===== config.mk =====
export PLATFORM = sky130hd
export DESIGN_NAME = rect_copy_splitter
export DESIGN_NICKNAME = d
export VERILOG_FILES = /design/src/rtl/rcs_pkg.sv /design/src/rtl/rcs_front.sv /design/src/rtl/rcs_walker.sv /design/src/rtl/rcs_beat_fmt.sv /design/src/rtl/rect_copy_splitter.sv
export SDC_FILE = /design/constraint.sdc
export NUM_CORES = 2
export LEC_CHECK = 0
export BUFFER_PORTS_ARGS = -buffer_cell sky130_fd_sc_hd__buf_2
export CORE_ASPECT_RATIO = 1.5
export CORE_MARGIN = 1.5
export CORE_UTILIZATION = 45
export CTS_CLUSTER_DIAMETER = 40
export DETAILED_ROUTE_END_ITERATION = 16
export PLACE_DENSITY_LB_ADDON = 0.08
export REMOVE_ABC_BUFFERS = 1
export SLEW_MARGIN = 15
export SYNTH_ARGS = -nofsm -noshare
export SYNTH_HDL_FRONTEND = slang
export SYNTH_SLANG_ARGS = --single-unit

===== constraint.sdc =====
create_clock -name clk -period 21.4 [get_ports clk]
set_input_delay 3.21 -clock clk [delete_from_list [all_inputs] [get_ports clk]]
set_output_delay 3.21 -clock clk [all_outputs]
set_load 0.1 [all_outputs]

===== src/rtl/rcs_pkg.sv =====
package rcs_pkg;
  typedef enum logic [1:0] {
    BEAT_COPY  = 2'd0,
    BEAT_NOP   = 2'd1,
    BEAT_FENCE = 2'd2
  } beat_e;

  typedef enum logic {
    ST_IDLE = 1'b0,
    ST_RUN  = 1'b1
  } state_e;
endpackage


===== src/rtl/rcs_front.sv =====
module rcs_front #(
  parameter int OFF_W      = 32,
  parameter int COORD_W    = 16,
  parameter int PITCH_W    = 16,
  parameter int BPP_W      = 4,
  parameter int REM_W      = 20,
  parameter int PAGE_SHIFT = 12
) (
  input  logic               flat,
  input  logic [OFF_W-1:0]   src_base,
  input  logic [OFF_W-1:0]   dst_base,
  input  logic [PITCH_W-1:0] src_pitch,
  input  logic [PITCH_W-1:0] dst_pitch,
  input  logic [BPP_W-1:0]   src_bpp,
  input  logic [BPP_W-1:0]   dst_bpp,
  input  logic [COORD_W-1:0] src_x0,
  input  logic [COORD_W-1:0] src_y0,
  input  logic [COORD_W-1:0] src_x1,
  input  logic [COORD_W-1:0] src_y1,
  input  logic [COORD_W-1:0] dst_x0,
  input  logic [COORD_W-1:0] dst_y0,
  input  logic [COORD_W-1:0] dst_x1,
  input  logic [COORD_W-1:0] dst_y1,
  input  logic [OFF_W-1:0]   size,
  output logic               ok,
  output logic               empty,
  output logic [OFF_W-1:0]   st_src,
  output logic [OFF_W-1:0]   st_dst,
  output logic [OFF_W-1:0]   sp,
  output logic [OFF_W-1:0]   dp,
  output logic [OFF_W-1:0]   len,
  output logic [REM_W-1:0]   rem,
  output logic [OFF_W-1:0]   tail
);
  localparam logic [OFF_W-1:0] PAGE_BYTES = OFF_W'(1) << PAGE_SHIFT;
  localparam logic [OFF_W-1:0] PAGE_MASK  = PAGE_BYTES - OFF_W'(1);

  logic [COORD_W-1:0] sw, sh, dw, dh;
  logic [OFF_W-1:0]   rect_src, rect_dst, pages;

  always_comb begin
    sw = src_x1 - src_x0;
    sh = src_y1 - src_y0;
    dw = dst_x1 - dst_x0;
    dh = dst_y1 - dst_y0;
    rect_src = src_base + OFF_W'(src_y0) * OFF_W'(src_pitch)
                        + OFF_W'(src_x0) * OFF_W'(src_bpp);
    rect_dst = dst_base + OFF_W'(dst_y0) * OFF_W'(dst_pitch)
                        + OFF_W'(dst_x0) * OFF_W'(dst_bpp);
    pages    = size >> PAGE_SHIFT;
    if (flat) begin
      ok     = 1'b1;
      st_src = src_base;
      st_dst = dst_base;
      sp     = PAGE_BYTES;
      dp     = PAGE_BYTES;
      len    = PAGE_BYTES;
      rem    = REM_W'(pages);
      tail   = size & PAGE_MASK;
    end else begin
      ok     = (src_pitch != '0) && (dst_pitch != '0) && (sw == dw) && (sh == dh);
      st_src = rect_src;
      st_dst = rect_dst;
      sp     = OFF_W'(src_pitch);
      dp     = OFF_W'(dst_pitch);
      len    = OFF_W'(dw) * OFF_W'(src_bpp);
      rem    = REM_W'(dh);
      tail   = '0;
    end
    empty = (rem == '0) && (tail == '0);
  end
endmodule


===== src/rtl/rcs_walker.sv =====
module rcs_walker
  import rcs_pkg::*;
#(
  parameter int OFF_W     = 32,
  parameter int REM_W     = 20,
  parameter int MAX_LINES = 2047,
  parameter int LINES_W   = 11
) (
  input  logic               clk,
  input  logic               rst_n,
  input  logic               req_valid,
  output logic               req_ready,
  input  logic               in_ok,
  input  logic               in_empty,
  input  logic [OFF_W-1:0]   in_src,
  input  logic [OFF_W-1:0]   in_dst,
  input  logic [OFF_W-1:0]   in_sp,
  input  logic [OFF_W-1:0]   in_dp,
  input  logic [OFF_W-1:0]   in_len,
  input  logic [REM_W-1:0]   in_rem,
  input  logic [OFF_W-1:0]   in_tail,
  output logic               cmd_valid,
  input  logic               cmd_ready,
  output beat_e              beat,
  output logic [OFF_W-1:0]   ch_src,
  output logic [OFF_W-1:0]   ch_dst,
  output logic [OFF_W-1:0]   ch_sp,
  output logic [OFF_W-1:0]   ch_dp,
  output logic [OFF_W-1:0]   ch_len,
  output logic [LINES_W-1:0] ch_lines,
  output logic               done,
  output logic               err
);
  state_e             state;
  beat_e              beat_r;
  logic [REM_W-1:0]   rem_r, rem_n;
  logic [OFF_W-1:0]   tail_r, tail_n;
  logic [OFF_W-1:0]   src_r, dst_r, sp_r, dp_r, len_r;
  logic               req_fire, cmd_fire, last_chunk;

  assign req_ready = (state == ST_IDLE);
  assign cmd_valid = (state == ST_RUN);
  assign req_fire  = req_valid && req_ready;
  assign cmd_fire  = cmd_valid && cmd_ready;
  assign beat      = beat_r;

  // chunk in flight: page/line chunks first, the single-line tail after them
  always_comb begin
    ch_src = src_r;
    ch_dst = dst_r;
    if (rem_r != '0) begin
      ch_lines = (rem_r > REM_W'(MAX_LINES)) ? LINES_W'(MAX_LINES) : LINES_W'(rem_r);
      ch_sp    = sp_r;
      ch_dp    = dp_r;
      ch_len   = len_r;
      rem_n    = rem_r - REM_W'(ch_lines);
      tail_n   = tail_r;
    end else begin
      ch_lines = LINES_W'(1);
      ch_sp    = tail_r;
      ch_dp    = tail_r;
      ch_len   = tail_r;
      rem_n    = '0;
      tail_n   = '0;
    end
    last_chunk = (rem_n == '0) && (tail_n == '0);
  end

  always_ff @(posedge clk or negedge rst_n) begin
    if (!rst_n) begin
      state  <= ST_IDLE;
      beat_r <= BEAT_COPY;
      rem_r  <= '0;
      tail_r <= '0;
      src_r  <= '0;
      dst_r  <= '0;
      sp_r   <= '0;
      dp_r   <= '0;
      len_r  <= '0;
      done   <= 1'b0;
      err    <= 1'b0;
    end else begin
      done <= 1'b0;
      err  <= 1'b0;
      if (state == ST_IDLE) begin
        if (req_fire) begin
          if (!in_ok) begin
            err <= 1'b1;
          end else if (in_empty) begin
            done <= 1'b1;
          end else begin
            state  <= ST_RUN;
            beat_r <= BEAT_COPY;
            rem_r  <= in_rem;
            tail_r <= in_tail;
            src_r  <= in_src;
            dst_r  <= in_dst;
            sp_r   <= in_sp;
            dp_r   <= in_dp;
            len_r  <= in_len;
          end
        end
      end else if (cmd_fire) begin
        case (beat_r)
          BEAT_COPY: beat_r <= BEAT_NOP;
          BEAT_NOP:  beat_r <= BEAT_FENCE;
          default: begin
            beat_r <= BEAT_COPY;
            rem_r  <= rem_n;
            tail_r <= tail_n;
            src_r  <= src_r + ch_sp * OFF_W'(ch_lines);
            dst_r  <= dst_r + ch_dp * OFF_W'(ch_lines);
            if (last_chunk) begin
              state <= ST_IDLE;
              done  <= 1'b1;
            end
          end
        endcase
      end
    end
  end


  hold_on_stall_chk: assert property (@(posedge clk) disable iff (!rst_n)
    cmd_valid && !cmd_ready |=> cmd_valid && $stable(beat_r) && $stable(ch_src)
                                && $stable(ch_dst) && $stable(ch_lines) && $stable(ch_len));

  copy_then_nop_chk: assert property (@(posedge clk) disable iff (!rst_n)
    cmd_fire && beat_r == BEAT_COPY |=> cmd_valid && beat_r == BEAT_NOP);

  nop_then_fence_chk: assert property (@(posedge clk) disable iff (!rst_n)
    cmd_fire && beat_r == BEAT_NOP |=> cmd_valid && beat_r == BEAT_FENCE);

  lines_cap_chk: assert property (@(posedge clk) disable iff (!rst_n)
    cmd_valid |-> ch_lines != '0 && ch_lines <= LINES_W'(MAX_LINES));

  busy_no_accept_chk: assert property (@(posedge clk) disable iff (!rst_n)
    cmd_valid |-> !req_ready);

  err_no_done_chk: assert property (@(posedge clk) disable iff (!rst_n)
    err |-> !done && !cmd_valid);
endmodule


===== src/rtl/rcs_beat_fmt.sv =====
module rcs_beat_fmt
  import rcs_pkg::*;
#(
  parameter int OFF_W   = 32,
  parameter int LINES_W = 11
) (
  input  beat_e              beat,
  input  logic [OFF_W-1:0]   ch_src,
  input  logic [OFF_W-1:0]   ch_dst,
  input  logic [OFF_W-1:0]   ch_sp,
  input  logic [OFF_W-1:0]   ch_dp,
  input  logic [OFF_W-1:0]   ch_len,
  input  logic [LINES_W-1:0] ch_lines,
  output logic [1:0]         o_beat,
  output logic [OFF_W-1:0]   o_src,
  output logic [OFF_W-1:0]   o_dst,
  output logic [OFF_W-1:0]   o_sp,
  output logic [OFF_W-1:0]   o_dp,
  output logic [OFF_W-1:0]   o_len,
  output logic [LINES_W-1:0] o_lines
);
  logic is_copy;

  always_comb begin
    is_copy = (beat == BEAT_COPY);
    o_beat  = beat;
    o_src   = is_copy ? ch_src   : '0;
    o_dst   = is_copy ? ch_dst   : '0;
    o_sp    = is_copy ? ch_sp    : '0;
    o_dp    = is_copy ? ch_dp    : '0;
    o_len   = is_copy ? ch_len   : '0;
    o_lines = is_copy ? ch_lines : '0;
  end
endmodule


===== src/rtl/rect_copy_splitter.sv =====
module rect_copy_splitter
  import rcs_pkg::*;
#(
  parameter int OFF_W      = 32,
  parameter int COORD_W    = 16,
  parameter int PITCH_W    = 16,
  parameter int BPP_W      = 4,
  parameter int MAX_LINES  = 2047,
  parameter int PAGE_SHIFT = 12,
  localparam int LINES_W   = $clog2(MAX_LINES + 1),
  localparam int REM_W     = ((OFF_W - PAGE_SHIFT) > COORD_W) ? (OFF_W - PAGE_SHIFT) : COORD_W
) (
  input  logic               clk,
  input  logic               rst_n,
  input  logic               req_valid,
  output logic               req_ready,
  input  logic               req_flat,
  input  logic [OFF_W-1:0]   req_src_base,
  input  logic [OFF_W-1:0]   req_dst_base,
  input  logic [PITCH_W-1:0] req_src_pitch,
  input  logic [PITCH_W-1:0] req_dst_pitch,
  input  logic [BPP_W-1:0]   req_src_bpp,
  input  logic [BPP_W-1:0]   req_dst_bpp,
  input  logic [COORD_W-1:0] req_src_x0,
  input  logic [COORD_W-1:0] req_src_y0,
  input  logic [COORD_W-1:0] req_src_x1,
  input  logic [COORD_W-1:0] req_src_y1,
  input  logic [COORD_W-1:0] req_dst_x0,
  input  logic [COORD_W-1:0] req_dst_y0,
  input  logic [COORD_W-1:0] req_dst_x1,
  input  logic [COORD_W-1:0] req_dst_y1,
  input  logic [OFF_W-1:0]   req_size,
  output logic               cmd_valid,
  input  logic               cmd_ready,
  output logic [1:0]         cmd_beat,
  output logic [OFF_W-1:0]   cmd_src_off,
  output logic [OFF_W-1:0]   cmd_dst_off,
  output logic [OFF_W-1:0]   cmd_src_pitch,
  output logic [OFF_W-1:0]   cmd_dst_pitch,
  output logic [OFF_W-1:0]   cmd_line_len,
  output logic [LINES_W-1:0] cmd_lines,
  output logic               done,
  output logic               err
);
  logic               f_ok, f_empty;
  logic [OFF_W-1:0]   f_src, f_dst, f_sp, f_dp, f_len, f_tail;
  logic [REM_W-1:0]   f_rem;
  beat_e              w_beat;
  logic [OFF_W-1:0]   w_src, w_dst, w_sp, w_dp, w_len;
  logic [LINES_W-1:0] w_lines;

  rcs_front #(
    .OFF_W(OFF_W), .COORD_W(COORD_W), .PITCH_W(PITCH_W), .BPP_W(BPP_W),
    .REM_W(REM_W), .PAGE_SHIFT(PAGE_SHIFT)
  ) front_i (
    .flat(req_flat), .src_base(req_src_base), .dst_base(req_dst_base),
    .src_pitch(req_src_pitch), .dst_pitch(req_dst_pitch),
    .src_bpp(req_src_bpp), .dst_bpp(req_dst_bpp),
    .src_x0(req_src_x0), .src_y0(req_src_y0), .src_x1(req_src_x1), .src_y1(req_src_y1),
    .dst_x0(req_dst_x0), .dst_y0(req_dst_y0), .dst_x1(req_dst_x1), .dst_y1(req_dst_y1),
    .size(req_size), .ok(f_ok), .empty(f_empty), .st_src(f_src), .st_dst(f_dst),
    .sp(f_sp), .dp(f_dp), .len(f_len), .rem(f_rem), .tail(f_tail)
  );

  rcs_walker #(
    .OFF_W(OFF_W), .REM_W(REM_W), .MAX_LINES(MAX_LINES), .LINES_W(LINES_W)
  ) walker_i (
    .clk(clk), .rst_n(rst_n), .req_valid(req_valid), .req_ready(req_ready),
    .in_ok(f_ok), .in_empty(f_empty), .in_src(f_src), .in_dst(f_dst),
    .in_sp(f_sp), .in_dp(f_dp), .in_len(f_len), .in_rem(f_rem), .in_tail(f_tail),
    .cmd_valid(cmd_valid), .cmd_ready(cmd_ready), .beat(w_beat),
    .ch_src(w_src), .ch_dst(w_dst), .ch_sp(w_sp), .ch_dp(w_dp), .ch_len(w_len),
    .ch_lines(w_lines), .done(done), .err(err)
  );

  rcs_beat_fmt #(.OFF_W(OFF_W), .LINES_W(LINES_W)) fmt_i (
    .beat(w_beat), .ch_src(w_src), .ch_dst(w_dst), .ch_sp(w_sp), .ch_dp(w_dp),
    .ch_len(w_len), .ch_lines(w_lines), .o_beat(cmd_beat), .o_src(cmd_src_off),
    .o_dst(cmd_dst_off), .o_sp(cmd_src_pitch), .o_dp(cmd_dst_pitch),
    .o_len(cmd_line_len), .o_lines(cmd_lines)
  );


  fence_fields_zero_chk: assert property (@(posedge clk) disable iff (!rst_n)
    cmd_valid && cmd_beat != 2'd0 |-> cmd_lines == '0 && cmd_line_len == '0
                                      && cmd_src_off == '0 && cmd_dst_off == '0);

  beat_range_chk: assert property (@(posedge clk) disable iff (!rst_n)
    cmd_valid |-> cmd_beat != 2'd3);
endmodule


==> impl_metrics.py <==
metrics = {
    "detailed_routing": {
        "route.detailed.drc": 0,
        "via_per_inst": 5.51,
        "vias": 46600,
        "antenna_left": 0,
        "dr.pass1.iters": 6,
        "drtIter0Drc": 3025,
        "routed_wl_um": 212000,
        "route.detailed.wl_per_inst_um": 25.0,
    },
    "clocking": {
        "clk_latency_ps": 530,
        "root_buffer": "clkbuf_16",
        "ctsHoldBuffers": 0,
        "numCtsBuffers": 17,
        "postCtsSetupBuffers": 0,
        "cts-htree-levels": 4,
        "cts_resized": 0,
        "clkTransAtPathRegs_ps": 70,
        "numClockSinks": 173,
        "cts_buffer_depth": 2,
        "cts_tree": "built",
    },
    "floorplan": {
        "die_area_um2": 125000,
        "die_h_um": 432,
        "dieWidth_um": 289,
        "core_area_um2": 122000,
        "start_util_pct": 45.3,
        "rows": 157,
        "ios": 446,
    },
    "global_route": {
        "grt_remaining_overflow": 0,
        "grt_pass1_vias": 50000,
        "grtUsageTotal_pct": 34.9,
        "antenna_found_initial": 36,
        "grt_pass1_wl_um": 316000,
        "grt_start_max_net_pins": 82,
    },
    "critical_path": {
        "start_kind": "input pin",
        "arrival_ps": 10740,
        "crit_required_ps": 21810,
        "cp-end-kind": "flop",
        "path_max_fanout": 17,
        "worst-setup-path-type": "input pin to flop",
    },
    "sta": {
        "period_needed_ps": 10340,
        "setup_tns_ps": 0,
        "finalMaxSlewViolations": 0,
        "slew-limit-headroom_pct": 23.8,
        "finalSetupViolations": 0,
        "hold_viol_final": 0,
        "worst_pin_slew_ps": 1130,
        "fin_crit_sh_pct": 48.3,
        "fin_worst_skew_ps": 22.1,
        "rsz0062_at_grt": "no",
        "fmax_mhz": 96.7,
    },
    "cells_and_area": {
        "drive_above_1_share_pct": 8.65,
        "regArea_um2": 4330,
        "multi_input_area_um2": 44500,
        "fillers": 12200,
        "stdcell_count": 8462,
        "area.growth.synth_to_final_pct": 7.71,
        "final_nets": 8598,
    },
    "logic_synthesis": {
        "synthFlopType": "dfrtp_1",
        "seq_area_frac_synth_pct": 7.83,
        "yosys_warnings": 0,
        "synthCells": 6555,
        "synth_cell_types": 90,
        "avgSynthCellArea_um2": 8.43,
        "syn_area_um2": 55300,
        "ys_ff_latch": 173,
        "synth-async-reset-ratio_pct": 100,
        "synth_edf_count": 0,
    },
    "worst_hold_path": {
        "hp-class": "flop to flop",
    },
    "outcome": {
        "status": "complete, no violations",
    },
    "placed_design": {
        "port_buffers": 445,
        "dp_cells": 8413,
        "place_hpwl_um": 178000,
        "place.gp.congestion": 1.00,
    },
    "flow_run": {
        "drv_cap": 0,
    },
}
## through the flow
| step | setup slack [ps] | hold slack (ps) | area, um^2 | util [%] |
|---|---|---|---|---|
| after detailed placement | 10520 | 490 | 58900 | 48.3 |
| after global placement | 10550 | 489 | 58900 | 48.3 |
| final | 11060 | 505 | 59500 | 48.8 |
| after floorplan | 11140 | 459 | 54300 | - |
| after CTS | 11080 | 509 | 59500 | 48.8 |
| after global routing | 10700 | 531 | 59500 | 48.8 |
## worst paths after layout
check / end / from / slack [ps] / cells past startpoint
worst max-delay path: walker_i.ch_dst[31] / req_dst_y0[13] / 11060 / 28
worst min-delay path: walker_i.tail_r[13] / walker_i.tail_r[13] / 500 / 1
worst max register to register: walker_i.ch_dst[31] / walker_i.rem_r[9] / 12140 / 25
worst min register to register: walker_i.tail_r[13] / walker_i.tail_r[13] / 500 / 1
max in group asynchronous: walker_i.rem_r[6] / rst_n / 17230 / 2
min in group asynchronous: walker_i.ch_dst[1] / rst_n / 2630 / 1
## logic make-up after synthesis
logic type,count (synthesis),synth area share (%)
adders and majority gates,1487,48.2
other,2,0.0136
DFF,173,7.83
and+or+nand+nor,1986,16.7
buffers and inverters,1813,12.6
xor gates and xnor gates,207,3.32
AOI/OAI and AO/OA,792,9.53
muxes,95,1.82
## worst max-delay path, cell delays in order
cell and delay, ps:
buf_2 360, nand2_1 140, fa_1 550, inv_1 50, fa_1 530, inv_1 50, fa_1 500, inv_1 60
fa_1 530, inv_1 50, fa_1 480, inv_1 50, fa_1 470, inv_1 50, fa_1 470, inv_1 40
ha_1 350, and4_1 290, and4_1 230, and3_1 270, o21ai_0 550, a31oi_1 250, a211oi_1 370, o21bai_1 100
a21oi_1 180, xnor2_1 130, o311ai_0 110, mux2_2 300
## final cells by class
cell class,count,area share [%]
flip-flops and latches,173,7.28
inverters,1477,9.32
well taps,1590,3.34
repair buffers,488,4.31
diodes,18,0.0757
multi-input cells,4685,74.7
clock inverters,13,0.217
clock buffers,18,0.738
## cell usage in the layout (no fill, tap or decap), types with 45 or more instances in the layout
cell / count
a21o_1: 64
nor4_1: 47
buf_2: 444
nand2b_1: 45
a21oi_1: 217
dfrtp_1: 172
o21ai_0: 150
nor3_1: 54
ha_1: 421
nand2_1: 926
nor2_1: 350
mux2i_1: 65
xor2_1: 75
and2_1: 303
fa_1: 1066
xnor2_1: 130
nand3_1: 59
conb_1: 118
inv_1: 1474
## cells in the mapped netlist (9+ instances only)
cell type,n,share of area (%)
inv_1,1475,10
fa_1,1066,39
nand2_1,926,6.3
ha_1,421,9.5
nor2_1,354,2.4
and2_1,303,3.4
clkbuf_1,264,1.8
a21oi_1,217,2.0
dfrtp_1,173,7.8
o21ai_0,150,1.4
xnor2_1,130,2.1
xor2_1,75,1.2
mux2i_1,65,1.2
a21o_1,64,0.87
nand3_1,59,0.53
nor3_1,56,0.51
nor4_1,47,0.53
nand2b_1,45,0.51
and3_1,41,0.46
a211oi_1,39,0.53
o21a_1,33,0.45
buf_4,32,0.43
o311ai_0,32,0.51
nor2b_1,31,0.35
nand4b_1,28,0.44
mux2_2,25,0.51
nand4_1,25,0.28
o21bai_1,25,0.34
a31oi_1,23,0.26
buf_1,22,0.15
o211ai_1,21,0.29
o22ai_1,19,0.22
or3_1,19,0.22
a311o_1,18,0.33
a311oi_1,16,0.25
buf_2,16,0.14
a22o_1,15,0.24
o31ai_1,13,0.18
nor3b_1,10,0.14
or2_2,10,0.11
o2111ai_1,9,0.14
o41ai_1,9,0.14
## flip-flops by register name, indices dropped and copies added (netlist names)
name / count
walker_i.beat: 2
walker_i.ch_dst: 32
walker_i.ch_src: 32
walker_i.cmd_valid: 1
walker_i.done: 1
walker_i.dp_r: 16
walker_i.err: 1
walker_i.len_r: 20
walker_i.rem_r: 20
walker_i.sp_r: 16
walker_i.tail_r: 32
## per-layer routing
metal	vias to the layer above	part of all wire, %	track usage, %
met5	-	0.093	0
met2	1717	50	61.2
met4	30	8.0	23.2
met1	23700	35	38.3
li1	20600	-	-
met3	548	6.2	6.23
Power is left out: the tool's default activity adds up to more than one toggle a clock period on the data nets, which glitch-free logic cannot reach.
